===== src/rtl/ebc_pkg.sv =====
package ebc_pkg;

    localparam int ADDR_W = 24;
    localparam int DATA_W = 32;
    localparam int NLANES = DATA_W / 8;

    typedef enum logic [1:0] {
        SZ_BYTE = 2'b00,
        SZ_WORD = 2'b01,
        SZ_LONG = 2'b10,
        SZ_RSVD = 2'b11
    } size_e;

    typedef enum logic [1:0] {
        PW_32  = 2'b00,
        PW_8   = 2'b01,
        PW_16  = 2'b10,
        PW_32X = 2'b11
    } pw_e;

    typedef enum logic [1:0] {
        ST_IDLE = 2'b00,
        ST_ADDR = 2'b01,
        ST_STRB = 2'b10
    } state_e;

    typedef struct packed {
        logic [ADDR_W-1:0] addr;
        size_e             size;
        logic              write;
        logic [DATA_W-1:0] wdata;
        pw_e               width;
    } xfer_t;

    // log2 of operand bytes
    function automatic logic [1:0] size_log2(size_e s);
        case (s)
            SZ_BYTE: return 2'd0;
            SZ_WORD: return 2'd1;
            default: return 2'd2;
        endcase
    endfunction

    // log2 of port bytes
    function automatic logic [1:0] port_log2(pw_e w);
        case (w)
            PW_8:    return 2'd0;
            PW_16:   return 2'd1;
            default: return 2'd2;
        endcase
    endfunction

    // index of the final beat of an access
    function automatic logic [1:0] last_beat(size_e s, pw_e w);
        logic [1:0] sl;
        logic [1:0] pl;
        sl = size_log2(s);
        pl = port_log2(w);
        if (sl > pl) begin
            return 2'((3'd1 << (sl - pl)) - 3'd1);
        end
        return 2'd0;
    endfunction

    // byte lane for an address offset, big-endian lane order
    function automatic logic [1:0] lane_of(logic [1:0] off, pw_e w);
        case (w)
            PW_8:    return 2'd3;
            PW_16:   return off[0] ? 2'd2 : 2'd3;
            default: return ~off;
        endcase
    endfunction

endpackage


===== src/rtl/ebc_cs_decode.sv =====
module ebc_cs_decode
    import ebc_pkg::*;
#(
    parameter int NUM_CS = 2,
    parameter int AW     = ADDR_W
) (
    input  logic [AW-1:0]        addr,
    input  logic [NUM_CS-1:0]    cs_en,
    input  logic [NUM_CS*AW-1:0] cs_base,
    input  logic [NUM_CS*AW-1:0] cs_mask,
    input  logic [NUM_CS*2-1:0]  cs_width,
    output logic [NUM_CS-1:0]    sel,
    output pw_e                  width
);

    logic [NUM_CS-1:0] match;

    for (genvar g = 0; g < NUM_CS; g++) begin : g_win
        assign match[g] = cs_en[g] &&
            (((addr ^ cs_base[g*AW +: AW]) & cs_mask[g*AW +: AW]) == '0);
    end

    // lowest index wins: scan from the top so lower indices overwrite
    always_comb begin
        sel   = '0;
        width = PW_32;
        for (int i = NUM_CS - 1; i >= 0; i--) begin
            if (match[i]) begin
                sel    = '0;
                sel[i] = 1'b1;
                width  = pw_e'(cs_width[2*i +: 2]);
            end
        end
    end

endmodule


===== src/rtl/ebc_lanes.sv =====
module ebc_lanes
    import ebc_pkg::*;
(
    input  logic [1:0]        off,
    input  size_e             size,
    input  pw_e               width,
    input  logic [1:0]        beat,
    input  logic [DATA_W-1:0] wdata,
    input  logic [DATA_W-1:0] din,
    input  logic [DATA_W-1:0] racc,
    output logic [NLANES-1:0] lane_en,
    output logic [DATA_W-1:0] dout,
    output logic [DATA_W-1:0] rnext
);

    always_comb begin
        logic [1:0] sl;
        logic [1:0] pl;
        logic [1:0] jj;
        logic [1:0] lane;
        logic [1:0] opos;
        logic       in_size;
        logic       in_beat;

        lane_en = '0;
        dout    = '0;
        rnext   = racc;
        sl      = size_log2(size);
        pl      = port_log2(width);
        jj      = '0;
        lane    = '0;
        opos    = '0;
        in_size = 1'b0;
        in_beat = 1'b0;

        for (int j = 0; j < NLANES; j++) begin
            jj      = 2'(j);
            in_size = (3'(j) < (3'd1 << sl));
            in_beat = ((jj >> pl) == beat);
            lane    = lane_of(off + jj, width);
            opos    = 2'((3'd1 << sl) - 3'd1 - 3'(j));
            if (in_size && in_beat) begin
                lane_en[lane]        = 1'b1;
                dout[8*lane +: 8]    = wdata[8*opos +: 8];
                rnext[8*opos +: 8]   = din[8*lane +: 8];
            end
        end
    end

endmodule


===== src/rtl/ebc_seq.sv =====
module ebc_seq
    import ebc_pkg::*;
#(
    parameter int NUM_CS = 2
) (
    input  logic              clk,
    input  logic              rst,
    input  logic              req_valid,
    input  xfer_t             req_xfer,
    input  logic [NUM_CS-1:0] req_sel,
    input  logic              ack_n,
    input  logic [DATA_W-1:0] rdata_next,
    output logic              ready,
    output logic              done,
    output logic              addr_phase,
    output logic              strb_phase,
    output xfer_t             cur,
    output logic [NUM_CS-1:0] cur_sel,
    output logic [1:0]        beat,
    output logic [DATA_W-1:0] racc
);

    state_e     state_q;
    logic [1:0] final_beat;

    assign final_beat = last_beat(cur.size, cur.width);

    always_ff @(posedge clk) begin
        if (rst) begin
            state_q <= ST_IDLE;
            done    <= 1'b0;
            cur     <= '0;
            cur_sel <= '0;
            beat    <= '0;
            racc    <= '0;
        end else begin
            done <= 1'b0;
            unique case (state_q)
                ST_IDLE: begin
                    if (req_valid) begin
                        cur     <= req_xfer;
                        cur_sel <= req_sel;
                        beat    <= '0;
                        racc    <= '0;
                        state_q <= ST_ADDR;
                    end
                end
                ST_ADDR: begin
                    state_q <= ST_STRB;
                end
                ST_STRB: begin
                    if (!ack_n) begin
                        if (!cur.write) begin
                            racc <= rdata_next;
                        end
                        if (beat == final_beat) begin
                            state_q <= ST_IDLE;
                            done    <= 1'b1;
                        end else begin
                            beat    <= beat + 2'd1;
                            state_q <= ST_ADDR;
                        end
                    end
                end
                default: begin
                    state_q <= ST_IDLE;
                end
            endcase
        end
    end

    assign ready      = (state_q == ST_IDLE);
    assign addr_phase = (state_q == ST_ADDR);
    assign strb_phase = (state_q == ST_STRB);

endmodule


===== src/rtl/ext_bus_ctrl.sv =====
module ext_bus_ctrl
    import ebc_pkg::*;
#(
    parameter int NUM_CS = 2
) (
    input  logic                     clk,
    input  logic                     rst,
    input  logic                     req_valid,
    output logic                     req_ready,
    input  logic [ADDR_W-1:0]        req_addr,
    input  logic [1:0]               req_size,
    input  logic                     req_write,
    input  logic [DATA_W-1:0]        req_wdata,
    output logic                     rsp_done,
    output logic [DATA_W-1:0]        rsp_rdata,
    input  logic [NUM_CS-1:0]        cfg_cs_en,
    input  logic [NUM_CS*ADDR_W-1:0] cfg_cs_base,
    input  logic [NUM_CS*ADDR_W-1:0] cfg_cs_mask,
    input  logic [NUM_CS*2-1:0]      cfg_cs_width,
    output logic [ADDR_W-1:0]        bus_addr,
    output logic [DATA_W-1:0]        bus_dout,
    output logic                     bus_doe,
    input  logic [DATA_W-1:0]        bus_din,
    output logic [NLANES-1:0]        bus_bs_n,
    output logic                     bus_oe_n,
    input  logic                     bus_ta_n,
    output logic [NUM_CS-1:0]        bus_cs_n
);

    pw_e               dec_width;
    logic [NUM_CS-1:0] dec_sel;
    xfer_t             req_x;
    xfer_t             cur;
    logic [NUM_CS-1:0] cur_sel;
    logic [1:0]        beat;
    logic [DATA_W-1:0] racc;
    logic [DATA_W-1:0] rnext;
    logic [DATA_W-1:0] drive;
    logic [NLANES-1:0] lane_en;
    logic              addr_phase;
    logic              strb_phase;
    logic              active;
    logic [ADDR_W-1:0] beat_addr;

    ebc_cs_decode #(
        .NUM_CS (NUM_CS),
        .AW     (ADDR_W)
    ) u_dec (
        .addr     (req_addr),
        .cs_en    (cfg_cs_en),
        .cs_base  (cfg_cs_base),
        .cs_mask  (cfg_cs_mask),
        .cs_width (cfg_cs_width),
        .sel      (dec_sel),
        .width    (dec_width)
    );

    always_comb begin
        req_x.addr  = req_addr;
        req_x.size  = size_e'(req_size);
        req_x.write = req_write;
        req_x.wdata = req_wdata;
        req_x.width = dec_width;
    end

    ebc_seq #(
        .NUM_CS (NUM_CS)
    ) u_seq (
        .clk        (clk),
        .rst        (rst),
        .req_valid  (req_valid),
        .req_xfer   (req_x),
        .req_sel    (dec_sel),
        .ack_n      (bus_ta_n),
        .rdata_next (rnext),
        .ready      (req_ready),
        .done       (rsp_done),
        .addr_phase (addr_phase),
        .strb_phase (strb_phase),
        .cur        (cur),
        .cur_sel    (cur_sel),
        .beat       (beat),
        .racc       (racc)
    );

    ebc_lanes u_lanes (
        .off     (cur.addr[1:0]),
        .size    (cur.size),
        .width   (cur.width),
        .beat    (beat),
        .wdata   (cur.wdata),
        .din     (bus_din),
        .racc    (racc),
        .lane_en (lane_en),
        .dout    (drive),
        .rnext   (rnext)
    );

    assign active    = addr_phase || strb_phase;
    assign beat_addr = cur.addr + (ADDR_W'(beat) << port_log2(cur.width));

    assign bus_addr  = active ? beat_addr : '0;
    assign bus_bs_n  = strb_phase ? ~lane_en : '1;
    assign bus_oe_n  = !(strb_phase && !cur.write);
    assign bus_doe   = active && cur.write;
    assign bus_dout  = bus_doe ? drive : '0;
    assign bus_cs_n  = active ? ~cur_sel : '1;
    assign rsp_rdata = racc;

endmodule


===== config.mk =====
export PLATFORM = sky130hd
export DESIGN_NAME = ext_bus_ctrl
export DESIGN_NICKNAME = d
export VERILOG_FILES = /design/src/rtl/ebc_pkg.sv /design/src/rtl/ebc_cs_decode.sv /design/src/rtl/ebc_lanes.sv /design/src/rtl/ebc_seq.sv /design/src/rtl/ext_bus_ctrl.sv
export SDC_FILE = /design/constraint.sdc
export NUM_CORES = 1
export LEC_CHECK = 0
export CORE_MARGIN = 10
export CORE_UTILIZATION = 25
export DETAILED_ROUTE_END_ITERATION = 7
export GPL_TIMING_DRIVEN = 0
export PLACE_DENSITY = 0.49
export SLEW_MARGIN = 20
export SYNTH_ARGS = -nofsm -noshare
export SYNTH_HDL_FRONTEND = slang
export SYNTH_HIERARCHICAL = 1
export SYNTH_SLANG_ARGS = --single-unit

===== constraint.sdc =====
create_clock -name clk -period 4.55 [get_ports clk]
set_clock_uncertainty 0.15 [all_clocks]
set_input_delay 0.91 -clock clk [delete_from_list [all_inputs] [get_ports clk]]
set_output_delay 0.91 -clock clk [all_outputs]
set_load 0.02 [all_outputs]

==> qor.yml <==
outcome: "complete, no violations"
synth_ff_type: "dfxtp_1"
yosysSeqAreaShare_pct: 21.27
endpoint_kind: "output pin"
fin_hold_ws_ns: 0.3144
setup_viol: 0
p_switching_mw: 0.9951
portBuffers: 293
die_x_um: 214.0
htreeDepth: 3
routed_wl_um: 47000
clk_latency_ns: 0.36
fin_crit_sh_pct: 96.79
ys_warn_count: 6
drt-pass1-iter-count: 8
antenna_found_initial: 0
fin_nets: 1852
synthToLayoutAreaGrowth_pct: 46.68
slew_viol_final: 0
worstSetupStartpointType: "flip-flop"
arrival_ns: 3.34
drc: 0
wl_met2_um: 22940
power_mw: 2.869
synth_area_mm2: 0.009412
avgSynthCellArea_um2: 7.313
grt_usage_pct: 19.49
leakage_nw: 5.249
dp_hpwl_um: 38030
utilization_pct: 36.91
fmax_mhz: 227.1
cts_buffer_depth: 2
clkPwrFrac_pct: 30.3
dieHeight_um: 214.0
drt-met1-wl_um: 19230
route.met3.wl_um: 3801
vias_per_cell: 5.187
grt_pass1_vias: 11180
place_area_mm2: 0.01299
drive_above_1_share_pct: 13.31
grt_pass1_wl_um: 69570
finalCriticalPeriod_ns: 4.404
synth.net_count: 1514
cts_buffers: 9
post_drt_wl_per_cell_um: 21.94
syn_inst: 1287
required_ns: 3.49
critPathKind: "flip-flop to output pin"
ys_seq_elements: 100
cp_max_fo: 10
grt_setup_unrepaired: "yes"
drtAntennaViolNets: 0
grt-ovfl-total: 0
root_buffer: "clkbuf_16"
grt_max_degree: 18
num_vias: 11110
place.gp.congestion: 0.9123
p_int_mw: 1.874
combPwrFrac_pct: 36.2
row_count: 71
tightest_slew_ns: 1.029
peakVddDrop_uv: 192.9
hold_viol: 0
design_area_mm2: 0.01380
ioPinCount: 295
clkTransAtPathRegs_ns: 0.07
highest_layer: "met4"
cap_violations: 0
die-area_mm2: 0.04581
synth_edf_count: 0
min_path_type: "flip-flop to flip-flop"
netSwitchingFraction_pct: 34.69
slew_headroom_pct: 31.16
core_mm2: 0.03740
cts_tree: "done"
cts.sinks: 100
initial_core_util_pct: 25.16
async_flop_share_pct: 0
drt_iter0_drc: 853
p_seq_share_pct: 33.5
synth.distinct_cells: 80
p_per_area_mw_per_mm2: 207.8
[per-layer routing]
metal,track usage (%),up-vias
met1,22.63,5263
met4,5.308,0
li1,-,5337
met3,5.444,47
met2,34.28,463
met5,0,-
[cells in the final DEF (no fill, tap or decap), types with 40 or more instances in the layout]
master | Yosys | final
nor2_1 | 55 | 55
nand3_1 | 68 | 66
xor2_1 | 63 | 63
a21oi_1 | 147 | 146
o21ai_0 | 62 | 62
nand2_1 | 234 | 231
and3_1 | 40 | 40
clkbuf_1 | 45 | 41
clkdlybuf4s50_1 | 0 | 242
buf_4 | 5 | 41
dfxtp_1 | 100 | 96
[final cells by class]
type / count / area (um^2)
repair buffers: 330 / 3157
fillers: 3999 / 23600
diodes: 1 / 2.502
multi-input cells: 1062 / 7049
flip-flops and latches: 100 / 2012
clock buffers: 11 / 242.7
clock inverters: 5 / 83.83
inverters: 34 / 131.4
plain buffers: 88 / 486.7
well taps: 511 / 639.4
[power by group through the flow]
stage	clock (mW)	sequential [mW]	combinational, mW
floorplan	0	0.963	0.519
global placement	0	0.979	0.965
detailed placement	0	0.981	0.965
CTS	0.902	0.960	1.01
global route	0.929	0.967	1.11
finish	0.871	0.961	1.04
[Yosys cell counts (16+ instances only)]
master | count | area share [%]
a22oi_1 | 19 | 1.5
and3_1 | 40 | 2.7
a211oi_1 | 16 | 1.3
nor2_1 | 55 | 2.2
ha_1 | 28 | 3.7
nand3_1 | 68 | 3.6
clkbuf_1 | 45 | 1.8
o22ai_1 | 17 | 1.1
nor3_1 | 24 | 1.3
nand2_1 | 234 | 9.3
mux2_2 | 30 | 3.6
o21ai_0 | 62 | 3.3
inv_1 | 32 | 1.3
mux2i_1 | 36 | 3.8
xor2_1 | 63 | 5.9
buf_2 | 33 | 1.8
a21oi_1 | 147 | 7.8
nand2b_1 | 24 | 1.6
dfxtp_1 | 100 | 21
[through the flow]
step	setup TNS, ns	cells	worst slack [ns]
floorplan	0	1287	0.2067
global placement	-34.07	2091	-1.555
detailed placement	-33.74	2091	-1.525
CTS	0	2125	0.007011
global route	-0.05449	2141	-0.02862
finish	0	2142	0.1461
[critical path: stages (launching register included)]
cell           delay (ns)
dfxtp_4              0.39
inv_2                0.06
ha_4                 0.30
nand2b_4             0.14
buf_2                0.27
nand2_1              0.14
or3_1                0.45
nand3b_1             0.30
buf_4                0.21
o221ai_2             0.20
and3_1               0.18
dlygate4sd2_1        0.35
[flip-flops by register name, indices dropped and copies added (netlist names)]
signal         cells
u_seq/beat         2
u_seq/cur         61
u_seq/cur_sel      2
u_seq/done         1
u_seq/racc        32
u_seq/state_q      2
[final timing paths]
| kind | start | to | depth (start not counted) | slack [ns] |
|---|---|---|---|---|
| max | u_seq/cur[0] | bus_dout[16] | 11 | 0.15 |
| max reg2reg | u_seq/cur[0] | u_seq/racc[3] | 10 | 1.52 |
| min | u_seq/cur[51] | u_seq/cur[51] | 2 | 0.31 |
| min reg2reg | u_seq/cur[51] | u_seq/cur[51] | 2 | 0.31 |
[logic make-up (layout without fill, tap and decap cells)]
kind of cell | after synthesis | after routing | share of synthesized area, %
muxes | 83 | 83 | 11.25
adders and majority gates | 30 | 30 | 4.148
buffers and inverters | 125 | 468 | 6.022
and+or+nand+nor | 525 | 525 | 26.81
AOI/OAI and AO/OA | 354 | 354 | 23.74
other | 0 | 1 | 0
xor gates and xnor gates | 70 | 70 | 6.754
DFF | 100 | 100 | 21.27
[what timing repair did]
item                       4_1_cts  5_1_grt
setup endpoints to repair       57       54
gates resized for setup        132       51
pin swaps                       10       11
hold buffers                     0        0
hold endpoints to repair         0        0
setup buffers                   19       19
(Power assumes the default switching activity.)
